--- config.mk ---
export PLATFORM = sky130hd
export DESIGN_NAME = uart_fifo_pair
export DESIGN_NICKNAME = d
export VERILOG_FILES = /design/src/rtl/uart_fifo_pair.sv
export SDC_FILE = /design/constraint.sdc
export NUM_CORES = 1
export LEC_CHECK = 0
export ABC_AREA = 1
export BUFFER_PORTS_ARGS = -buffer_cell sky130_fd_sc_hd__buf_2
export CORE_MARGIN = 2
export CORE_UTILIZATION = 30
export CTS_BUF_LIST = sky130_fd_sc_hd__clkbuf_8
export DETAILED_ROUTE_END_ITERATION = 8
export SLEW_MARGIN = 15
export SYNTH_ARGS = -nofsm -noshare
export SYNTH_HDL_FRONTEND = slang
export SYNTH_SLANG_ARGS = --single-unit
--- constraint.sdc ---
create_clock -name clk -period 2.9 [get_ports clk]
set_input_delay 0.29 -clock clk [delete_from_list [all_inputs] [get_ports clk]]
set_output_delay 0.29 -clock clk [all_outputs]
set_load 0.03 [all_outputs]
--- src/rtl/uart_fifo_pair.sv ---
`timescale 1ns/1ps
module uart_fifo_pair #(
  parameter int DATA_W = 8,
  parameter int DEPTH  = 16,
  parameter int ERR_W  = 3
) (
  input  logic                      clk,
  input  logic                      rst_n,
  input  logic                      ctl_we,
  input  logic [7:0]                ctl_wdata,
  input  logic                      tx_push,
  input  logic [DATA_W-1:0]         tx_wdata,
  input  logic                      tx_pop,
  output logic [DATA_W-1:0]         tx_rdata,
  input  logic                      rx_push,
  input  logic [DATA_W-1:0]         rx_wdata,
  input  logic [ERR_W-1:0]          rx_werr,
  input  logic                      rx_pop,
  output logic [DATA_W-1:0]         rx_rdata,
  output logic [ERR_W-1:0]          rx_rerr,
  output logic [$clog2(DEPTH):0]    tx_level,
  output logic [$clog2(DEPTH):0]    rx_level,
  output logic                      tx_empty,
  output logic                      tx_full,
  output logic                      rx_empty,
  output logic                      rx_full,
  output logic                      rx_irq,
  output logic                      tx_ovr,
  output logic                      rx_ovr
);
  localparam int AW = $clog2(DEPTH);
  localparam int CW = AW + 1;
  localparam int RW = ERR_W + DATA_W;

  logic       en;
  logic [1:0] trig;
  logic       unused_rsvd;
  assign unused_rsvd = ^ctl_wdata[5:3];

  always_ff @(posedge clk) begin
    if (!rst_n) begin
      en   <= 1'b0;
      trig <= 2'b00;
    end else if (ctl_we) begin
      en   <= ctl_wdata[0];
      trig <= ctl_wdata[7:6];
    end
  end

  logic mode_flip, tx_clr, rx_clr;
  assign mode_flip = ctl_we && (ctl_wdata[0] != en);
  assign tx_clr    = mode_flip || (ctl_we && en && ctl_wdata[2]);
  assign rx_clr    = mode_flip || (ctl_we && en && ctl_wdata[1]);

  logic [CW-1:0] cap;
  assign cap = en ? CW'(DEPTH) : CW'(1);

  assign tx_empty = (tx_level == '0);
  assign tx_full  = (tx_level == cap);
  assign rx_empty = (rx_level == '0);
  assign rx_full  = (rx_level == cap);

  logic tx_do_push, tx_do_pop, rx_do_push, rx_do_pop;
  assign tx_do_push = tx_push && !tx_full  && !tx_clr;
  assign tx_do_pop  = tx_pop  && !tx_empty && !tx_clr;
  assign rx_do_push = rx_push && !rx_full  && !rx_clr;
  assign rx_do_pop  = rx_pop  && !rx_empty && !rx_clr;

  // transmit side
  logic [DATA_W-1:0] tx_mem [DEPTH];
  logic [AW-1:0]     tx_wp, tx_rp;

  always_ff @(posedge clk)
    if (tx_do_push) tx_mem[tx_wp] <= tx_wdata;

  always_ff @(posedge clk) begin
    if (!rst_n) begin
      tx_wp    <= '0;
      tx_rp    <= '0;
      tx_level <= '0;
      tx_ovr   <= 1'b0;
      tx_rdata <= '0;
    end else if (tx_clr) begin
      tx_wp    <= '0;
      tx_rp    <= '0;
      tx_level <= '0;
      tx_ovr   <= 1'b0;
    end else begin
      if (tx_do_push) tx_wp <= tx_wp + 1'b1;
      if (tx_do_pop) begin
        tx_rdata <= tx_mem[tx_rp];
        tx_rp    <= tx_rp + 1'b1;
      end
      tx_level <= tx_level + CW'(tx_do_push) - CW'(tx_do_pop);
      if (tx_push && tx_full) tx_ovr <= 1'b1;
    end
  end

  // receive side, error tag stored beside each byte
  logic [RW-1:0] rx_mem [DEPTH];
  logic [AW-1:0] rx_wp, rx_rp;

  always_ff @(posedge clk)
    if (rx_do_push) rx_mem[rx_wp] <= {rx_werr, rx_wdata};

  always_ff @(posedge clk) begin
    if (!rst_n) begin
      rx_wp    <= '0;
      rx_rp    <= '0;
      rx_level <= '0;
      rx_ovr   <= 1'b0;
      rx_rdata <= '0;
      rx_rerr  <= '0;
    end else if (rx_clr) begin
      rx_wp    <= '0;
      rx_rp    <= '0;
      rx_level <= '0;
      rx_ovr   <= 1'b0;
    end else begin
      if (rx_do_push) rx_wp <= rx_wp + 1'b1;
      if (rx_do_pop) begin
        {rx_rerr, rx_rdata} <= rx_mem[rx_rp];
        rx_rp <= rx_rp + 1'b1;
      end
      rx_level <= rx_level + CW'(rx_do_push) - CW'(rx_do_pop);
      if (rx_push && rx_full) rx_ovr <= 1'b1;
    end
  end

  logic [CW-1:0] trig_lvl;
  always_comb begin
    unique case (trig)
      2'b00:   trig_lvl = CW'(1);
      2'b01:   trig_lvl = CW'(4);
      2'b10:   trig_lvl = CW'(8);
      default: trig_lvl = CW'(14);
    endcase
  end

  assign rx_irq = en ? (rx_level >= trig_lvl) : !rx_empty;
endmodule

==> results by group <==
Clock network
  – CTS tree: yes
  – Worst-Skew Late Latency: 0.65 ns
  – Worst-path clk slew: 0.06 ns
  – TritonCTS buffer count: 57
  – CTS Buffer Depth: 3
  – Htree depth: 2
  – Clock Tree Root: clkbuf_8
  – Clk sinks: 354

Drt
  – Wire per inst: 15.5 um
  – Detail Route Antenna Nets: 0
  – 1st-pass router iterations: 5
  – DRC errors left: 0
  – Vias: 10,800
  – WL final: 38.0 mm
  – DRT iter0 DRCs: 679
  – Vias per cell: 4.43

Critical path
  – FF-to-FF Start: rx_level[2]
  – Crit path launch: rx_level[2]
  – Required time of the worst setup path: 3.42 ns
  – Worst Setup Start Kind: flip-flop
  – CP peak stage delay: 0.40 ns
  – Crit-path max FO: 5
  – Buf/Inv on CP: 4
  – Worst setup EP type: flip-flop
  – Crit path max-delay cell type: fa_1
  – Setup CP Type: flip-flop to flip-flop
  – Worst EP arrival: 3.22 ns
  – Delay-heaviest family, CP: adder cells
  – Most used cell, CP: inv_1
  – Crit-path cells: inv_1 > ha_1 > nand2_1 > inv_1 > nand2_1 > nor2_2 > nor2_2 > nand2_2 > ha_1 > inv_1 > ha_1 > inv_1 > fa_1 > o21ai_0 > a21oi_1 > o21ai_0 > a21oi_1

Global route
  – M2 GR Usage: 24.2%
  – First-pass GRT wire length: 59.2 mm
  – Layer carrying the most global-route usage: met2
  – Routing usage on met1: 18.3%
  – Vias in the first global route: 10,400
  – GRT Residual Overflow: 0
  – All-Layer GR Usage: 14.4%
  – Largest net degree at the start of global routing: 92
  – Initial antenna violation count: 1
  – GR Util met3: 3.10%

Die
  – Die Y: 231 um
  – Core ar.: 51,200 um2
  – Initial Util: 30.3%
  – I/O pin cnt: 70
  – Die area: 53,500 um2
  – Die X-Extent: 231 um
  – # rows: 83

Logic synthesis
  – Synth Cell Area: 15,500 um2
  – Number of synthesized flops with an enable pin: 304
  – Ys async rst share: 0%
  – Post-Synth XOR/XNOR Area: 0.452%
  – Synth Area in Simple Gates: 22.8%
  – Synth Area in Compound Gates: 1.50%
  – Largest family of logic cells by synthesized area: simple AND/OR/NAND/NOR gates
  – Syn nets: 1,659
  – Prevailing post-synth register cell: edfxtp_1
  – Part of the Yosys area used for sequential elements: 65.3%
  – Synthesized flop and latch total: 354
  – Post-Synth Adder-Cell Area: 2.36%
  – Synth Instances: 1,597
  – Avg Inst Size Synth: 9.71 um2
  – Mux cell area share after synthesis: 0%
  – YS warnings: 0
  – Unique masters post-synth: 24

STA
  – Min Tclk post-route: 2.69 ns
  – Achievable Freq: 372 MHz
  – RSZ-0062 raised after global routing: yes
  – Final setup violating endpoints: 0
  – Worst hold slack: 0.0394 ns
  – Post-route setup TNS: 0 ns
  – Max-slew violation total from the final report: 0
  – Final hold violation count: 0
  – Worst slew pin tran: 1.07 ns
  – Worst slew margin: 28.5%
  – Crit share post-route: 92.8%
  – Clock skew: 0.0243 ns

Pwr
  – Total power: 13,400 uW
  – Switching portion of total power: 32.9%
  – Leak: 0.00772 uW
  – Cell Int Power: 9000 uW
  – Max VDD drop: 0.531 mV
  – PD cells: 742 nW/um2
  – Sequential share of power: 44.3%
  – Clock Power Share: 31.3%
  – Comb pwr share: 24.3%
  – Sw Pwr: 4410 uW

Outcome
  – Status: finished clean

Final layout
  – Fill count: 5,055
  – Share of cells above drive strength 1: 12.3%
  – Final Util: 35.3%
  – Area added between synthesis and finish: 16.6%
  – Final net count: 1,780
  – Finished Layout Cells: 2,448

Placement
  – GPL Wtd Cong: 0.817
  – Port bufs: 66
  – Placed wire-length estimate: 24.1 mm
  – Placed cell count: 2,332

Min path
  – Hold Crit Class: input port to flip-flop
  – Min-Delay Startpoint: rx_wdata[4]

Job
  – Max-cap viol count: 0
## power by group through the flow
stage | logic [uW] | registers, uW | clock network, uW
final | 3260 | 5940 | 4200
after global routing | 3650 | 5970 | 4540
after CTS | 3280 | 5940 | 4310
after detailed placement | 3260 | 6040 | 0
after global placement | 3210 | 6030 | 0
after floorplan | 1980 | 6310 | 0
## sequential cells by signal, indices dropped and copies added (netlist names), 4 cells and up
register,count
tx_rdata,8
rx_rdata,8
tx_rp,4
tx_mem,128
rx_level,5
tx_level,5
rx_rp,4
rx_wp,4
tx_wp,4
rx_mem,176
## what timing repair did
item	CTS	global route
hold buffers	7	0
endpoints found under the setup margin	0	3
resized for setup	0	6
endpoints found under the hold margin	36	0
setup buffers	0	0
## layer usage
metal | up-vias | share of wire (%) | wire length, um
met3 | 74 | 6.0 | 2290
li1 | 5391 | - | -
met1 | 5080 | 44 | 16700
met2 | 303 | 47 | 18000
met5 | - | 0 | 0
met4 | 0 | 2.7 | 1020
## cell families after synthesis
logic type,count (synthesis)
simple gates,860
flops,354
buf+inv,301
compound gates,46
fa+ha+maj,28
xor+xnor,8
## synth_stat cells, types with 4 or more instances
cell / instances / area [um2]
ha_1: 26 / 325
a21oi_1: 29 / 145
buf_2: 24 / 120
buf_1: 16 / 60.1
inv_1: 229 / 860
nand3_1: 216 / 1080
nor2_1: 94 / 353
clkbuf_1: 23 / 86.3
o21ai_0: 16 / 80.1
dfxtp_1: 50 / 1000
edfxtp_1: 304 / 9130
xor2_1: 8 / 70.1
clkinv_1: 4 / 15.0
nand2_1: 542 / 2030
## layout by cell type (no fill, tap or decap), types with 3 or more instances in the layout
cell type / n
nand2_2: 3
buf_12: 3
a21oi_1: 29
dfxtp_1: 45
or2_2: 3
nor2_2: 7
clkinv_2: 7
o21ai_0: 16
ha_1: 26
dlygate4sd3_1: 7
edfxtp_1: 304
xor2_1: 8
nor2_1: 89
clkinv_1: 23
dfxtp_2: 5
nand2_1: 540
inv_1: 242
bufinv_16: 3
nand3_1: 216
buf_2: 66
clkbuf_8: 61
buf_4: 53
## final timing paths
check	end	slack, ns	cells after the start
min	rx_mem[8][4]	0.04	1
min reg2reg	rx_ovr	0.45	2
max	rx_level[4]	0.21	17
max reg2reg	rx_level[4]	0.21	17
## layout make-up
| type | instances | area [um2] | share of cell area [%] |
|---|---|---|---|
| antenna | 1 | 2.50 | 0.0138 |
| clock buffer | 61 | 840 | 4.64 |
| clock inverter | 47 | 297 | 1.64 |
| inverter | 234 | 878 | 4.86 |
| multi-input combinational | 942 | 4210 | 23.3 |
| sequential | 354 | 10100 | 56.1 |
| tap | 680 | 851 | 4.71 |
| timing repair buffer | 129 | 858 | 4.75 |
## per-stage QoR
stage	instance area, um2	setup slack (ns)
2_1_floorplan	15500	-0.0484
3_3_place_gp	16900	0.173
3_5_place_dp	16900	0.118
4_1_cts	18100	0.0993
5_1_grt	18100	-0.0254
6_report	18100	0.208
No activity file was read; power rests on OpenSTA's default activity.
